`src/rtl/serial_char_rx.sv`:
```
module serial_char_rx #(
  parameter int OVS  = 16,
  parameter int QUAL = OVS / 2
) (
  input  logic       clk,
  input  logic       rst_n,
  input  logic       tick,
  input  logic       rx_en,
  input  logic       sync_mode,
  input  logic [1:0] char_len,
  input  logic [1:0] par_mode,
  input  logic       rxd,
  input  logic       rd_strobe,
  output logic [7:0] rx_data,
  output logic       rx_ready,
  output logic       rx_par_err,
  output logic       rx_frm_err,
  output logic       rx_overrun
);
  localparam int CW = $clog2(OVS);

  typedef enum logic [2:0] {S_IDLE, S_START, S_DATA, S_PAR, S_STOP, S_HOLD} st_t;
  st_t st;

  logic [1:0]    sq;
  logic          line, line_d, fall;
  logic [CW-1:0] cnt;
  logic [2:0]    bidx, last_idx;
  logic [7:0]    sh, aligned;
  logic          par_bit, par_on, par_exp;
  logic          bit_tick, qual_done, stop_hit;

  always_ff @(posedge clk or negedge rst_n)
    if (!rst_n) begin
      sq     <= 2'b11;
      line_d <= 1'b1;
    end else begin
      sq     <= {sq[0], rxd};
      line_d <= sq[1];
    end

  assign line      = sq[1];
  assign fall      = line_d & ~line;
  assign last_idx  = {1'b1, char_len};
  assign bit_tick  = tick & (sync_mode | (cnt == CW'(OVS - 1)));
  assign qual_done = sync_mode | (cnt == CW'(QUAL - 1));
  assign aligned   = sh >> (3'd3 - {1'b0, char_len});
  assign par_on    = (par_mode == 2'b01) | (par_mode == 2'b10);
  assign par_exp   = (par_mode == 2'b10) ? ~^aligned : ^aligned;
  assign stop_hit  = (st == S_STOP) & bit_tick;

  always_ff @(posedge clk or negedge rst_n)
    if (!rst_n) begin
      st      <= S_IDLE;
      cnt     <= '0;
      bidx    <= '0;
      sh      <= '0;
      par_bit <= 1'b0;
    end else if (!rx_en) begin
      st  <= S_IDLE;
      cnt <= '0;
    end else begin
      case (st)
        S_IDLE:
          if (fall) begin
            st   <= S_START;
            cnt  <= '0;
            bidx <= '0;
            sh   <= '0;
          end
        S_START:
          if (tick) begin
            if (line) st <= S_IDLE;
            else if (qual_done) begin
              st  <= S_DATA;
              cnt <= '0;
            end else cnt <= cnt + 1'b1;
          end
        S_DATA:
          if (bit_tick) begin
            sh  <= {line, sh[7:1]};
            cnt <= '0;
            if (bidx == last_idx) st <= par_on ? S_PAR : S_STOP;
            else bidx <= bidx + 1'b1;
          end else if (tick) cnt <= cnt + 1'b1;
        S_PAR:
          if (bit_tick) begin
            par_bit <= line;
            cnt     <= '0;
            st      <= S_STOP;
          end else if (tick) cnt <= cnt + 1'b1;
        S_STOP:
          if (bit_tick) begin
            cnt  <= '0;
            bidx <= '0;
            if (line || aligned == 8'd0) st <= S_IDLE;
            else if (sync_mode) begin
              st <= S_START;
              sh <= '0;
            end else st <= S_HOLD;
          end else if (tick) cnt <= cnt + 1'b1;
        S_HOLD:
          if (tick) begin
            if (line) st <= S_IDLE;
            else if (cnt == CW'(QUAL - 1)) begin
              st   <= S_START;
              cnt  <= '0;
              bidx <= '0;
              sh   <= '0;
            end else cnt <= cnt + 1'b1;
          end
        default: st <= S_IDLE;
      endcase
    end

  always_ff @(posedge clk or negedge rst_n)
    if (!rst_n) begin
      rx_data    <= '0;
      rx_ready   <= 1'b0;
      rx_par_err <= 1'b0;
      rx_frm_err <= 1'b0;
      rx_overrun <= 1'b0;
    end else if (stop_hit) begin
      if (rx_ready && !rd_strobe) rx_overrun <= 1'b1;
      else begin
        rx_data    <= aligned;
        rx_ready   <= 1'b1;
        rx_par_err <= par_on & (par_bit != par_exp);
        rx_frm_err <= ~line;
        rx_overrun <= 1'b0;
      end
    end else if (rd_strobe) begin
      rx_ready   <= 1'b0;
      rx_overrun <= 1'b0;
    end

  assert_off_idle_R1: assert property (@(posedge clk) disable iff (!rst_n)
    !rx_en |=> st == S_IDLE);

  assert_start_drop_R2: assert property (@(posedge clk) disable iff (!rst_n)
    (rx_en && st == S_START && tick && line) |=> st == S_IDLE);

  assert_upper_zero_R5: assert property (@(posedge clk) disable iff (!rst_n)
    ($rose(rx_ready) && $stable(char_len)) |-> (rx_data >> (4'd5 + {2'b00, char_len})) == 8'd0);

  assert_read_clears_R10: assert property (@(posedge clk) disable iff (!rst_n)
    (rd_strobe && !stop_hit) |=> !rx_ready && !rx_overrun);

  assert_keep_old_R11: assert property (@(posedge clk) disable iff (!rst_n)
    (rx_ready && !rd_strobe) |=> $stable(rx_data) && $stable(rx_frm_err) && $stable(rx_par_err));

  assert_same_cycle_R12: assert property (@(posedge clk) disable iff (!rst_n)
    (stop_hit && rd_strobe) |=> rx_ready && !rx_overrun);
endmodule

```
`config.mk`:
```
export PLATFORM = sky130hd
export DESIGN_NAME = serial_char_rx
export DESIGN_NICKNAME = d
export VERILOG_FILES = /design/src/rtl/serial_char_rx.sv
export SDC_FILE = /design/constraint.sdc
export NUM_CORES = 1
export LEC_CHECK = 0
export CORE_ASPECT_RATIO = 1.2
export CORE_MARGIN = 4
export CORE_UTILIZATION = 60
export DETAILED_ROUTE_END_ITERATION = 8
export GPL_TIMING_DRIVEN = 1
export PLACE_DENSITY = 0.84
export SLEW_MARGIN = 25
export SYNTH_ARGS = -nofsm -noshare
export SYNTH_HDL_FRONTEND = slang
export SYNTH_SLANG_ARGS = --single-unit
```
`constraint.sdc`:
```
create_clock -name clk -period 3.75 [get_ports clk]
set_input_delay 0.75 -clock clk [delete_from_list [all_inputs] [get_ports clk]]
set_output_delay 0.75 -clock clk [all_outputs]
set_load 0.01 [all_outputs]
```
---- After elaboration in Yosys (flattened, before gate mapping) ----
Cells that the tools add are included.
cells by class
  add/sub/neg operators ................... 3
  equality and inequality tests ........... 34
  multiply operators ...................... 0
  reductions and logical operators ........ 17
  shift-type cells ........................ 1
  bitwise logic cells ..................... 9
  muxes and demuxes ....................... 50
  div/mod/pow operators ................... 0
  magnitude comparators ................... 0
operators by type and width
  operator                                        count
  two-way mux 3 bit                               22
  two-way mux 8 bit                               8
  two-way mux 4 bit                               10
  one-hot mux 8 bit (4 select lines)              1
  != test 3 bit (second input constant)           9
  != test 2 bit (second input constant)           10
  one-hot mux 3 bit (6 select lines)              1
  AND reduction 9 bit                             2
  one-hot mux 4 bit (4 select lines)              1
  one-hot mux 3 bit (4 select lines)              1
  AND reduction 10 bit                            1
  zero test 8 bit                                 1
  != test 4 bit (second input constant)           2
  XNOR reduction 8 bit                            1
  parity 8 bit                                    1
  right shift 8 x 3 -> 8 bit                      1
  AND reduction 7 bit                             1
  == test 3 x 2 -> 1 bit (second input constant)  2
  == test 3 bit (second input constant)           2
  two-way mux 1 bit                               6
  != test 5 x 2 -> 1 bit (second input constant)  1
  adder 4 x 1 -> 4 bit (second input constant)    1
  bitwise AND 1 bit                               4
  == test 4 x 3 -> 1 bit (second input constant)  1
  other kinds (20)                                24
word-level totals
  memory bits (read-only) ................. 0
  output and inout bits ................... 12
  memories kept ........................... 0
  RAM bits ................................ 0
  input bits .............................. 11
  bits in latches ......................... 0
  logic and storage cells ................. 126
  register bits ........................... 34

---- Depth between registers and ports, before layout ----
  word-level depth ........................ 8
  mapped depth ............................ 10
  mapped depth without buffers ............ 8

---- Worst setup path after synthesis ----
OpenSTA, ideal clock, no wires.
  path kind ............................... in2reg
  from .................................... in char_len[0]
  to ...................................... reg sh[4]
  slack ................................... 1.038 ns
  stages .................................. 9
  data arrival time ....................... 2.587 ns
  path through ............................ buf_1 mux2i_1 mux2_2 ha_1 a41oi_1 nand2_1 a21o_1 buf_6 mux2_4
on the way
  word-level cells in the longest chain between the ends .. 6
RTL lines
  item                                   RTL line  text
  start, declared                        10        input logic [1:0] char_len,
  subtractor 2 x 2 -> 3 bit              47        assign aligned = sh >> (3'd3 - {1'b0, char_len});
  right shift 8 x 3 -> 8 bit             47
  zero test 8 bit                        96        if (line || aligned == 8'd0) st <= S_IDLE;
  logical OR 1 bit                       96
  != test 2 bit (no source line)         n/a
  AND reduction 10 bit (no source line)  n/a
  end signal, assigned                   81        sh <= {line, sh[7:1]};
  end, declared                          29        logic [7:0] sh, aligned;
No other way between the ends.
A chain may end at the register's enable or synchronous reset.

---- Final worst setup path ----
Same ends and word-level chain as after synthesis.

==> impl_metrics.csv <==
group,metric,value,unit
power,seqPwrFrac,44.5,%
floorplanning,die_w,61.5,um
detailed_routing,routed_wire_length_per_instance,14.4,um
logic_synthesis,synthDominantCellAreaShare,37.6,%
logic_synthesis,synth-edff-count,0,
power,swShare,32.0,%
timing,clock_skew,0.00401,ns
cts,post-cts-setup-buffers,0,
hold_path,hold_start,"sq[0]$_DFF_PN1_",
global_route,grt.total_usage,21.0,%
critical_path,endpoint_kind,"flip-flop",
detailed_routing,route.vias.total,1632,
logic_synthesis,synthesis.area_per_instance,9.29,um^2
timing,rsz_0062_raised_after_global_routing,"false",
floorplanning,initial_core_util,61.8,%
cts,resized_gates_after_cts,0,
place,gpl.final_weighted_congestion,0.848,
critical_path,regToRegEndpoint,"sh[4]$_DFFE_PN0P_",
logic_synthesis,async_flop_share,100,%
critical_path,cp_data_required_time,3.94,ns
critical_path,critical_path_class,"input port to flip-flop",
hold_path,hold_path_end,"sq[1]$_DFF_PN1_",
floorplanning,design.core.area,3340,um^2
timing,timing.final.setup_violations,0,
critical_path,worstReg2RegStart,"sh[7]$_DFFE_PN0P_",
finish,nets,261,
logic_synthesis,yosys_most_used_dff,"sky130_fd_sc_hd__dfrtp_1",
critical_path,r2r_cells,8,
critical_path,cp.arrival,3.26,ns
finish,final_util,71.6,%
logic_synthesis,postSynthRegisterBits,34,
place,port_buffers,22,
cts,worstSkewPairLatency,0.29,ns
global_route,grt_antenna_before_repair,0,
logic_synthesis,yosysMostFrequentCell,"sky130_fd_sc_hd__nand2_1",
global_route,grt_pass1_wl,6.97,mm
power,combinationalPowerShare,25.8,%
critical_path,ff2ff_setup_slack,1.52,ns
timing,maxSlewViolCount,0,
logic_synthesis,ys_warns,0,
timing,max_clock_freq,326,MHz
global_route,vias_in_the_first_global_route,1579,
global_route,pin_count_of_the_biggest_net_entering_global_routing,35,
timing,setup_tns,0,ns
finish,num-fill-cells,252,
global_route,grt_overflow_total,0,
finish,layout_cell_share_with_drive_strength_beyond_1,10.7,%
hold_path,min_path_cells,0,
cts,clock-root-buffer,"sky130_fd_sc_hd__clkbuf_8",
detailed_routing,routed_via_density,5.81,
run,max-cap-violations,0,
power,total_switching_power,307,uW
floorplanning,dieHeight,72.2,um
timing,timing_hold_violations_final,0,
logic_synthesis,yosysSeqAreaShare,41.4,%
timing,final_min_period_over_clock_period,81.9,%
detailed_routing,routed_wl,4.04,mm
critical_path,critPathLaunchType,"input port",
place,detailed_place.area,2290,um^2
power,clockPowerShare,29.7,%
power,power.leakage,0.00108,uW
logic_synthesis,ys_top_cells_by_count,"sky130_fd_sc_hd__nand2_1 (36), sky130_fd_sc_hd__dfrtp_1 (31), sky130_fd_sc_hd__o21ai_0 (23), sky130_fd_sc_hd__inv_1 (16), sky130_fd_sc_hd__nor2_1 (15)",
logic_synthesis,post_synth_num_cell_types,43,
detailed_routing,first_iter_violations,106,
logic_synthesis,synth_area,2060,um^2
cts,clkSlewWorstSetupHoldPaths,0.07,ns
hold_path,holdCritPathClass,"flip-flop to flip-flop",
cts,h_tree_depth,2,
power,powerDensity,401,nW/um^2
power,p_int,652,uW
detailed_routing,drt_first_pass_iters,4,
timing,timing.slew.headroom,55.3,%
floorplanning,ios,23,
critical_path,worst-path-max-fanout,12,
power,ir_drop,0.000383,V
logic_synthesis,syn_inst,222,
place,dpl.hpwl,2.96,mm
finish,areaGrowthSynthToFinish,15.8,%
cts,cts_tree,"done",
floorplanning,floorplan.die_area,4440,um^2
cts,cts_made_buffers,5,
power,finalPower,959,uW
cts,cts_hold_buffers,0,
status,outcome,"finished clean",
finish,antenna_cells_inserted,0,
cts,tritoncts_num_sinks,34,
logic_synthesis,mappedNetlistNets,240,
timing,worstMarginPinSlew,0.661,ns
detailed_routing,ant_nets,0,
logic_synthesis,synth.top_cells.by_area,"sky130_fd_sc_hd__dfrtp_1 (38%), sky130_fd_sc_hd__mux2i_1 (6.8%), sky130_fd_sc_hd__nand2_1 (6.5%)",
logic_synthesis,synth.largest_area_cell,"sky130_fd_sc_hd__dfrtp_1",
floorplanning,std_cell_rows,23,
detailed_routing,residual_drc,0,
timing,layout_min_cycle_time,3.07,ns
finish,final_design_area_no_fill,2390,um^2
timing,fin_hold_ws,0.356,ns
cts,max-clock-path-buffers,2,
-- sequential cells by signal, summed over array words and instances (netlist names) --
name        count
rx_frm_err      1
par_bit         1
sq              2
rx_ready        1
cnt             4
rx_overrun      1
st              3
line_d          1
bidx            3
sh              8
rx_data         8
rx_par_err      1
-- routing by layer --
layer | GRT usage, % | routed length [um]
met1 | 27.4 | 1810
met2 | 32.2 | 1960
met3 | 6.58 | 201
met4 | 8.02 | 63
met5 | 0 | 0
-- metrics by stage --
step	instances	worst slack [ns]
after floorplan	222	1.04
after global placement	273	0.442
after detailed placement	273	0.367
after CTS	281	0.686
after global routing	281	0.537
final	281	0.680
-- placed cells by master (no fill, tap or decap), types with 2 or more instances in the layout --
cell type / count
sky130_fd_sc_hd__dfstp_2: 3
sky130_fd_sc_hd__ha_1: 7
sky130_fd_sc_hd__o211ai_1: 2
sky130_fd_sc_hd__o31ai_1: 3
sky130_fd_sc_hd__a21oi_1: 8
sky130_fd_sc_hd__nand2b_1: 2
sky130_fd_sc_hd__nor3_1: 3
sky130_fd_sc_hd__o21ai_0: 23
sky130_fd_sc_hd__buf_4: 2
sky130_fd_sc_hd__nand3_1: 7
sky130_fd_sc_hd__a31oi_1: 2
sky130_fd_sc_hd__mux2_2: 6
sky130_fd_sc_hd__nand3b_1: 2
sky130_fd_sc_hd__clkbuf_8: 6
sky130_fd_sc_hd__nor2b_1: 3
sky130_fd_sc_hd__nor2_1: 15
sky130_fd_sc_hd__nand2_1: 36
sky130_fd_sc_hd__a2111oi_4: 2
sky130_fd_sc_hd__xnor2_1: 7
sky130_fd_sc_hd__clkdlybuf4s50_1: 22
sky130_fd_sc_hd__dfrtp_1: 31
sky130_fd_sc_hd__inv_1: 16
sky130_fd_sc_hd__mux2i_1: 14
sky130_fd_sc_hd__a211o_1: 2
-- cell type report --
cell class	count	area [um^2]	share of cell area, %
multi-input combinational	162	1100	46.0
inverter	16	60.1	2.51
clock inverter	2	12.5	0.524
sequential	34	855	35.8
clock buffer	6	82.6	3.46
tap	37	46.3	1.94
timing repair buffer	24	235	9.84
-- cell families after synthesis --
kind of cell | Yosys count | synth area share (%)
AO/OA/AOI/OAI | 51 | 17.6
XOR/XNOR | 8 | 3.40
adder cells (fa/ha/maj) | 7 | 4.24
buffers and inverters | 26 | 5.34
flip-flops | 34 | 41.4
multiplexers | 21 | 10.8
AND/OR/NAND/NOR | 75 | 17.2
-- power groups by stage --
stage	Combinational, uW	Clock (uW)	Sequential (uW)
6_report	248	284	427
2_1_floorplan	201	0	414
5_1_grt	276	307	431
3_5_place_dp	248	0	432
3_3_place_gp	243	0	431
4_1_cts	249	290	425
-- critical path, cell delays in order --
cell and delay, ns:
sky130_fd_sc_hd__clkdlybuf4s50_1 0.79, sky130_fd_sc_hd__mux2i_1 0.19, sky130_fd_sc_hd__mux2_2 0.31, sky130_fd_sc_hd__ha_1 0.19, sky130_fd_sc_hd__a41oi_1 0.28, sky130_fd_sc_hd__nand2_1 0.08
sky130_fd_sc_hd__a21o_1 0.32, sky130_fd_sc_hd__mux2_4 0.34
-- worst max path at each step --
stage | startpoint | end | slack (ns) | cells past startpoint
floorplan | char_len[0] | sh[4]$_DFFE_PN0P_ | 1.04 | 9
global placement | char_len[0] | sh[4]$_DFFE_PN0P_ | 0.44 | 8
detailed placement | char_len[0] | sh[4]$_DFFE_PN0P_ | 0.37 | 8
CTS | char_len[0] | sh[4]$_DFFE_PN0P_ | 0.69 | 8
global route | char_len[0] | sh[4]$_DFFE_PN0P_ | 0.54 | 8
finish | char_len[0] | sh[4]$_DFFE_PN0P_ | 0.68 | 8
(Power assumes the default switching activity.)
